### src/rtl/dmx_pkg.sv
// Shared sizing for the detect demultiplexer.
// Assumes one strobe per 64 kHz period; the timing counts are in strobe periods.
package dmx_pkg;
    localparam int unsigned DMX_CHANNELS    = 8;
    localparam int unsigned DMX_PERIOD      = 13;
    localparam int unsigned DMX_ACTIVE      = 2;
    localparam int unsigned DMX_SYNC_STAGES = 2;
endpackage

### src/rtl/dmx_sync.sv
// Per-channel multi-flop synchroniser for the asynchronous detect pins.
// Assumes STAGES >= 2. The output is STAGES clock edges behind the pin.
module dmx_sync #(
    parameter int unsigned WIDTH  = 8,
    parameter int unsigned STAGES = 2
) (
    input  logic             clk,
    input  logic             rst_n,
    input  logic [WIDTH-1:0] d_async,
    output logic [WIDTH-1:0] d_sync
);
    for (genvar ch = 0; ch < WIDTH; ch++) begin : g_ch
        logic [STAGES-1:0] chain;

        // Shift the pin through the flop chain.
        always_ff @(posedge clk) begin
            if (!rst_n) chain <= '0;
            else        chain <= {chain[STAGES-2:0], d_async[ch]};
        end

        assign d_sync[ch] = chain[STAGES-1];
    end
endmodule

### src/rtl/dmx_pulse_gen.sv
// Free-running phase counter that produces the select pulse.
// Assumes tick is high for one clock per strobe period. While the mode is off,
// the counter rests at zero, so enabling the mode starts in the active phase.
module dmx_pulse_gen #(
    parameter int unsigned PERIOD = 13,
    parameter int unsigned ACTIVE = 2
) (
    input  logic clk,
    input  logic rst_n,
    input  logic tick,
    input  logic mode_req,
    output logic mode_on,
    output logic pulse_act
);
    localparam int unsigned CW = (PERIOD > 1) ? $clog2(PERIOD) : 1;
    localparam logic [CW-1:0] LAST = CW'(PERIOD - 1);
    localparam logic [CW-1:0] ACT  = CW'(ACTIVE);

    logic [CW-1:0] phase;

    // Register the mode request and advance the phase on each strobe.
    always_ff @(posedge clk) begin
        if (!rst_n) begin
            mode_on <= 1'b0;
            phase   <= '0;
        end else begin
            mode_on <= mode_req;
            if (!mode_on)  phase <= '0;
            else if (tick) phase <= (phase == LAST) ? '0 : phase + 1'b1;
        end
    end

    assign pulse_act = mode_on && (phase < ACT);
endmodule

### src/rtl/dmx_steer.sv
// Splits each synchronised detect bit into a primary and an alternate bit.
// Flops with an enable stand in for the transparent latches. The internal,
// uninverted pulse selects which of the two bits is loaded.
module dmx_steer #(
    parameter int unsigned WIDTH = 8
) (
    input  logic             clk,
    input  logic             rst_n,
    input  logic             pulse_act,
    input  logic [WIDTH-1:0] det_s,
    output logic [WIDTH-1:0] pri,
    output logic [WIDTH-1:0] alt
);
    for (genvar ch = 0; ch < WIDTH; ch++) begin : g_ch
        // Load the primary bit outside the pulse and the alternate bit inside it.
        always_ff @(posedge clk) begin
            if (!rst_n) begin
                pri[ch] <= 1'b0;
                alt[ch] <= 1'b0;
            end else if (pulse_act) begin
                alt[ch] <= det_s[ch];
            end else begin
                pri[ch] <= det_s[ch];
            end
        end
    end
endmodule

### src/rtl/dmx_detect_split.sv
// Top level: select pulse generator plus detect demultiplexer for N channels.
// Assumes tick is synchronous to clk. The polarity is applied at the pin only.
module dmx_detect_split
    import dmx_pkg::*;
#(
    parameter int unsigned CHANNELS    = DMX_CHANNELS,
    parameter int unsigned PERIOD      = DMX_PERIOD,
    parameter int unsigned ACTIVE      = DMX_ACTIVE,
    parameter int unsigned SYNC_STAGES = DMX_SYNC_STAGES
) (
    input  logic                clk,
    input  logic                rst_n,
    input  logic                tick,
    input  logic                mux_en,
    input  logic                clk_mode,
    input  logic                sel_pol,
    input  logic [CHANNELS-1:0] det_pin,
    output logic                sel_out,
    output logic                sel_oe,
    output logic [CHANNELS-1:0] stat_pri,
    output logic [CHANNELS-1:0] stat_alt
);
    logic                mode_on;
    logic                pulse_act;
    logic [CHANNELS-1:0] det_s;

    dmx_pulse_gen #(.PERIOD(PERIOD), .ACTIVE(ACTIVE)) u_pulse (
        .clk      (clk),
        .rst_n    (rst_n),
        .tick     (tick),
        .mode_req (mux_en & clk_mode),
        .mode_on  (mode_on),
        .pulse_act(pulse_act)
    );

    dmx_sync #(.WIDTH(CHANNELS), .STAGES(SYNC_STAGES)) u_sync (
        .clk    (clk),
        .rst_n  (rst_n),
        .d_async(det_pin),
        .d_sync (det_s)
    );

    dmx_steer #(.WIDTH(CHANNELS)) u_steer (
        .clk      (clk),
        .rst_n    (rst_n),
        .pulse_act(pulse_act),
        .det_s    (det_s),
        .pri      (stat_pri),
        .alt      (stat_alt)
    );

    // Drive the pin only in mode; the polarity picks the active level.
    assign sel_oe  = mode_on;
    assign sel_out = mode_on & (pulse_act ~^ sel_pol);
endmodule

### config.mk
export PLATFORM = sky130hd
export DESIGN_NAME = dmx_detect_split
export DESIGN_NICKNAME = d
export VERILOG_FILES = /design/src/rtl/dmx_pkg.sv /design/src/rtl/dmx_sync.sv /design/src/rtl/dmx_pulse_gen.sv /design/src/rtl/dmx_steer.sv /design/src/rtl/dmx_detect_split.sv
export SDC_FILE = /design/constraint.sdc
export NUM_CORES = 1
export LEC_CHECK = 0
export BUFFER_PORTS_ARGS = -buffer_cell sky130_fd_sc_hd__buf_2
export CAP_MARGIN = 20
export CORE_MARGIN = 3
export CORE_UTILIZATION = 55
export CTS_CLUSTER_SIZE = 8
export DETAILED_ROUTE_END_ITERATION = 6
export HOLD_SLACK_MARGIN = 0.02
export PLACE_DENSITY_LB_ADDON = 0.2
export RECOVER_POWER = 25
export REMOVE_ABC_BUFFERS = 1
export SETUP_SLACK_MARGIN = 0.4
export SYNTH_ARGS = -nofsm -noshare
export SYNTH_HDL_FRONTEND = slang
export SYNTH_HIERARCHICAL = 1
export SYNTH_SLANG_ARGS = --single-unit
### constraint.sdc
create_clock -name clk -period 3.1 [get_ports clk]
set_input_delay 0.31 -clock clk [delete_from_list [all_inputs] [get_ports clk]]
set_output_delay 0.31 -clock clk [all_outputs]
set_load 0.1 [all_outputs]
==> impl_metrics.tcl <==
set metrics [dict create \
    outcome "completed" \
    peakVddDrop_uv 425.2 \
    final_cells 172 \
    grt_pass1_wl_mm 3.387 \
    dp.cells 166 \
    p_total_mw 0.7911 \
    worst_pin_slew_ns 0.9367 \
    ctsHoldBuffers 0 \
    die_w_um 55.91 \
    grt_pass1_vias 840 \
    fin_tns_setup_ns 0 \
    final_hold_viol_count 0 \
    die-area_sq_um 3126 \
    cp_data_arrival_time_ns 1.98 \
    dpl.hpwl_mm 1.394 \
    ctsRootBufferMaster "clkbuf_4" \
    whs_ns 0.1885 \
    crit_family "buffers and inverters" \
    hold_depth 2 \
    design_area_sq_um 1509 \
    cap_violations 0 \
    ys_types 19 \
    startpoint_type "register" \
    postSynthAreaPerCell_sq_um 11.61 \
    gr-total-overflow 0 \
    grtUsageMet1 0.1383 \
    syn_to_final_growth_pct 10.14 \
    cts_tree "yes" \
    worst_hold_path_type "in -> reg" \
    crit_required_ns 2.79 \
    final.min_clock_period_ns 2.292 \
    num_antenna_cells 0 \
    grt.total_usage 0.1393 \
    crit_buf_inv 2 \
    antenna_left 0 \
    clk_latency_ns 0.32 \
    firstDrtPassIters 4 \
    max_freq_ghz 0.4364 \
    rr_worst_depth 4 \
    num_io_pins 32 \
    use_met2 0.2399 \
    postCtsSetupBuffers 0 \
    nets 161 \
    setup_viol 0 \
    skew_ns 0.003913 \
    wl_mm 1.959 \
    endpoint_kind "output pin" \
    core.rowCount 17 \
    layout_common_cells "dfxtp_1 (37), buf_2 (30), mux2i_1 (17)" \
    setup_slack_ns 0.8083 \
    place_area_sq_um 1468 \
    slowest_stage "buf_2" \
    drive_above_1_share 0.3611 \
    initial_core_util 0.5964 \
    ctsResizeCount 0 \
    vias 823 \
    ys_seq_area_frac 0.5406 \
    cp.depth 5 \
    max-clock-path-buffers 2 \
    post-route-period-util 0.7393 \
    final_core_util 0.6569 \
    ys_ff_latch 37 \
    final_common_cell "dfxtp_1" \
    busiest_layer "met2" \
    p_per_area_nw_per_um2 524.3 \
    crit_type "reg -> out" \
    synth_cells 118 \
    leakage_nw 0.6414 \
    synth_warnings 6 \
    drc 0 \
    slew_viol_final 0 \
    wl_per_cell_um 11.39 \
    fp.dieH_um 55.91 \
    critPathMaxFanout 17 \
    slowest_delay_ns 0.41 \
    cp_cell_sequence "nor4b_2 > buf_4 > xnor2_1 > and2_1 > buf_2" \
    portBuffers 31 \
    met3_usage 0.05800 \
    post-place-ws_ns 1.161 \
    slew_headroom 0.3755 \
    via_per_inst 4.785 \
    clock_sinks 37 \
    h-tree-depth 2 \
    rsz0062_at_grt "false" \
    antenna_found_initial 0 \
    synth_area_sq_um 1370 \
    drtIter0Drc 10 \
    cts_buffers 5 \
    grt_max_degree 35 \
    routabilityCongestion 0.7135 \
    clk_pin_slew_ns 0.10 \
    core_area_sq_um 2297 \
]
[worst register-to-register path, delay by kind of cell (launching register included)]
family        cells  cell delay (ns)
flops             1             0.37
simple gates      2             0.34
buf+inv           1             0.33
mux               1             0.24
[final timing paths]
check | start | end | slack, ns
max | u_pulse/phase[2]$_SDFFE_PN0P_ | sel_out | 0.81
min reg2reg | u_sync/g_ch[1].chain[0]$_SDFF_PN0_ | u_sync/g_ch[1].chain[1]$_SDFF_PN0_ | 0.45
max reg2reg | u_pulse/phase[2]$_SDFFE_PN0P_ | u_steer/alt[0]$_SDFFE_PN0P_ | 1.73
min | det_pin[5] | u_sync/g_ch[5].chain[0]$_SDFF_PN0_ | 0.19
[synth_stat cells]
library cell,number,area [sq um]
nand2_1,2,7.510
xor2_1,2,17.52
nor2_2,1,6.260
mux2i_1,17,170.2
nor4b_1,1,8.760
a41o_2,1,11.26
buf_4,8,60.06
nor2b_1,16,100.1
buf_6,2,22.52
dfxtp_1,37,740.7
buf_12,1,20.02
ha_1,2,25.02
and2_2,12,90.09
xnor2_1,2,17.52
nand4_1,1,6.260
clkbuf_1,1,3.750
nor2_1,3,11.26
inv_1,2,7.510
and2_1,7,43.79
[power breakdown]
part	switching, mW	internal, mW
registers	0.00557	0.490
clock network	0.133	0.0786
logic	0.0563	0.0276
[final cells by class]
cell class | count | area [sq um]
Clock buffer | 5 | 37.54
Clock inverter | 1 | 5.005
Fill cell | 196 | 788.3
Inverter | 2 | 7.507
Multi-Input combinational cell | 67 | 521.8
Sequential cell | 37 | 740.7
Tap cell | 28 | 35.03
Timing Repair Buffer | 32 | 161.4
[sequential cells by signal (all words and copies together), names as in the netlist]
| signal | cells |
|---|---|
| u_pulse/mode_on | 1 |
| u_pulse/phase | 4 |
| u_steer/alt | 8 |
| u_steer/pri | 8 |
| u_sync/g_ch.chain | 16 |
[layer usage]
layer / vias to the layer above / wire length [um]
li1: 421 / -
met1: 375 / 792
met2: 25 / 999
met3: 2 / 145
met4: 0 / 23
met5: - / 0
[kinds of logic after synthesis]
kind of cell | count (synthesis) | share of synthesized area
multiplexers | 17 | 0.1242
AO/OA/AOI/OAI | 1 | 0.008219
adder cells (fa/ha/maj) | 2 | 0.01826
buffers and inverters | 14 | 0.08311
XOR/XNOR | 4 | 0.02558
AND/OR/NAND/NOR | 43 | 0.2000
flip-flops | 37 | 0.5406
Note: power is estimated with default switching activity, not from simulation.
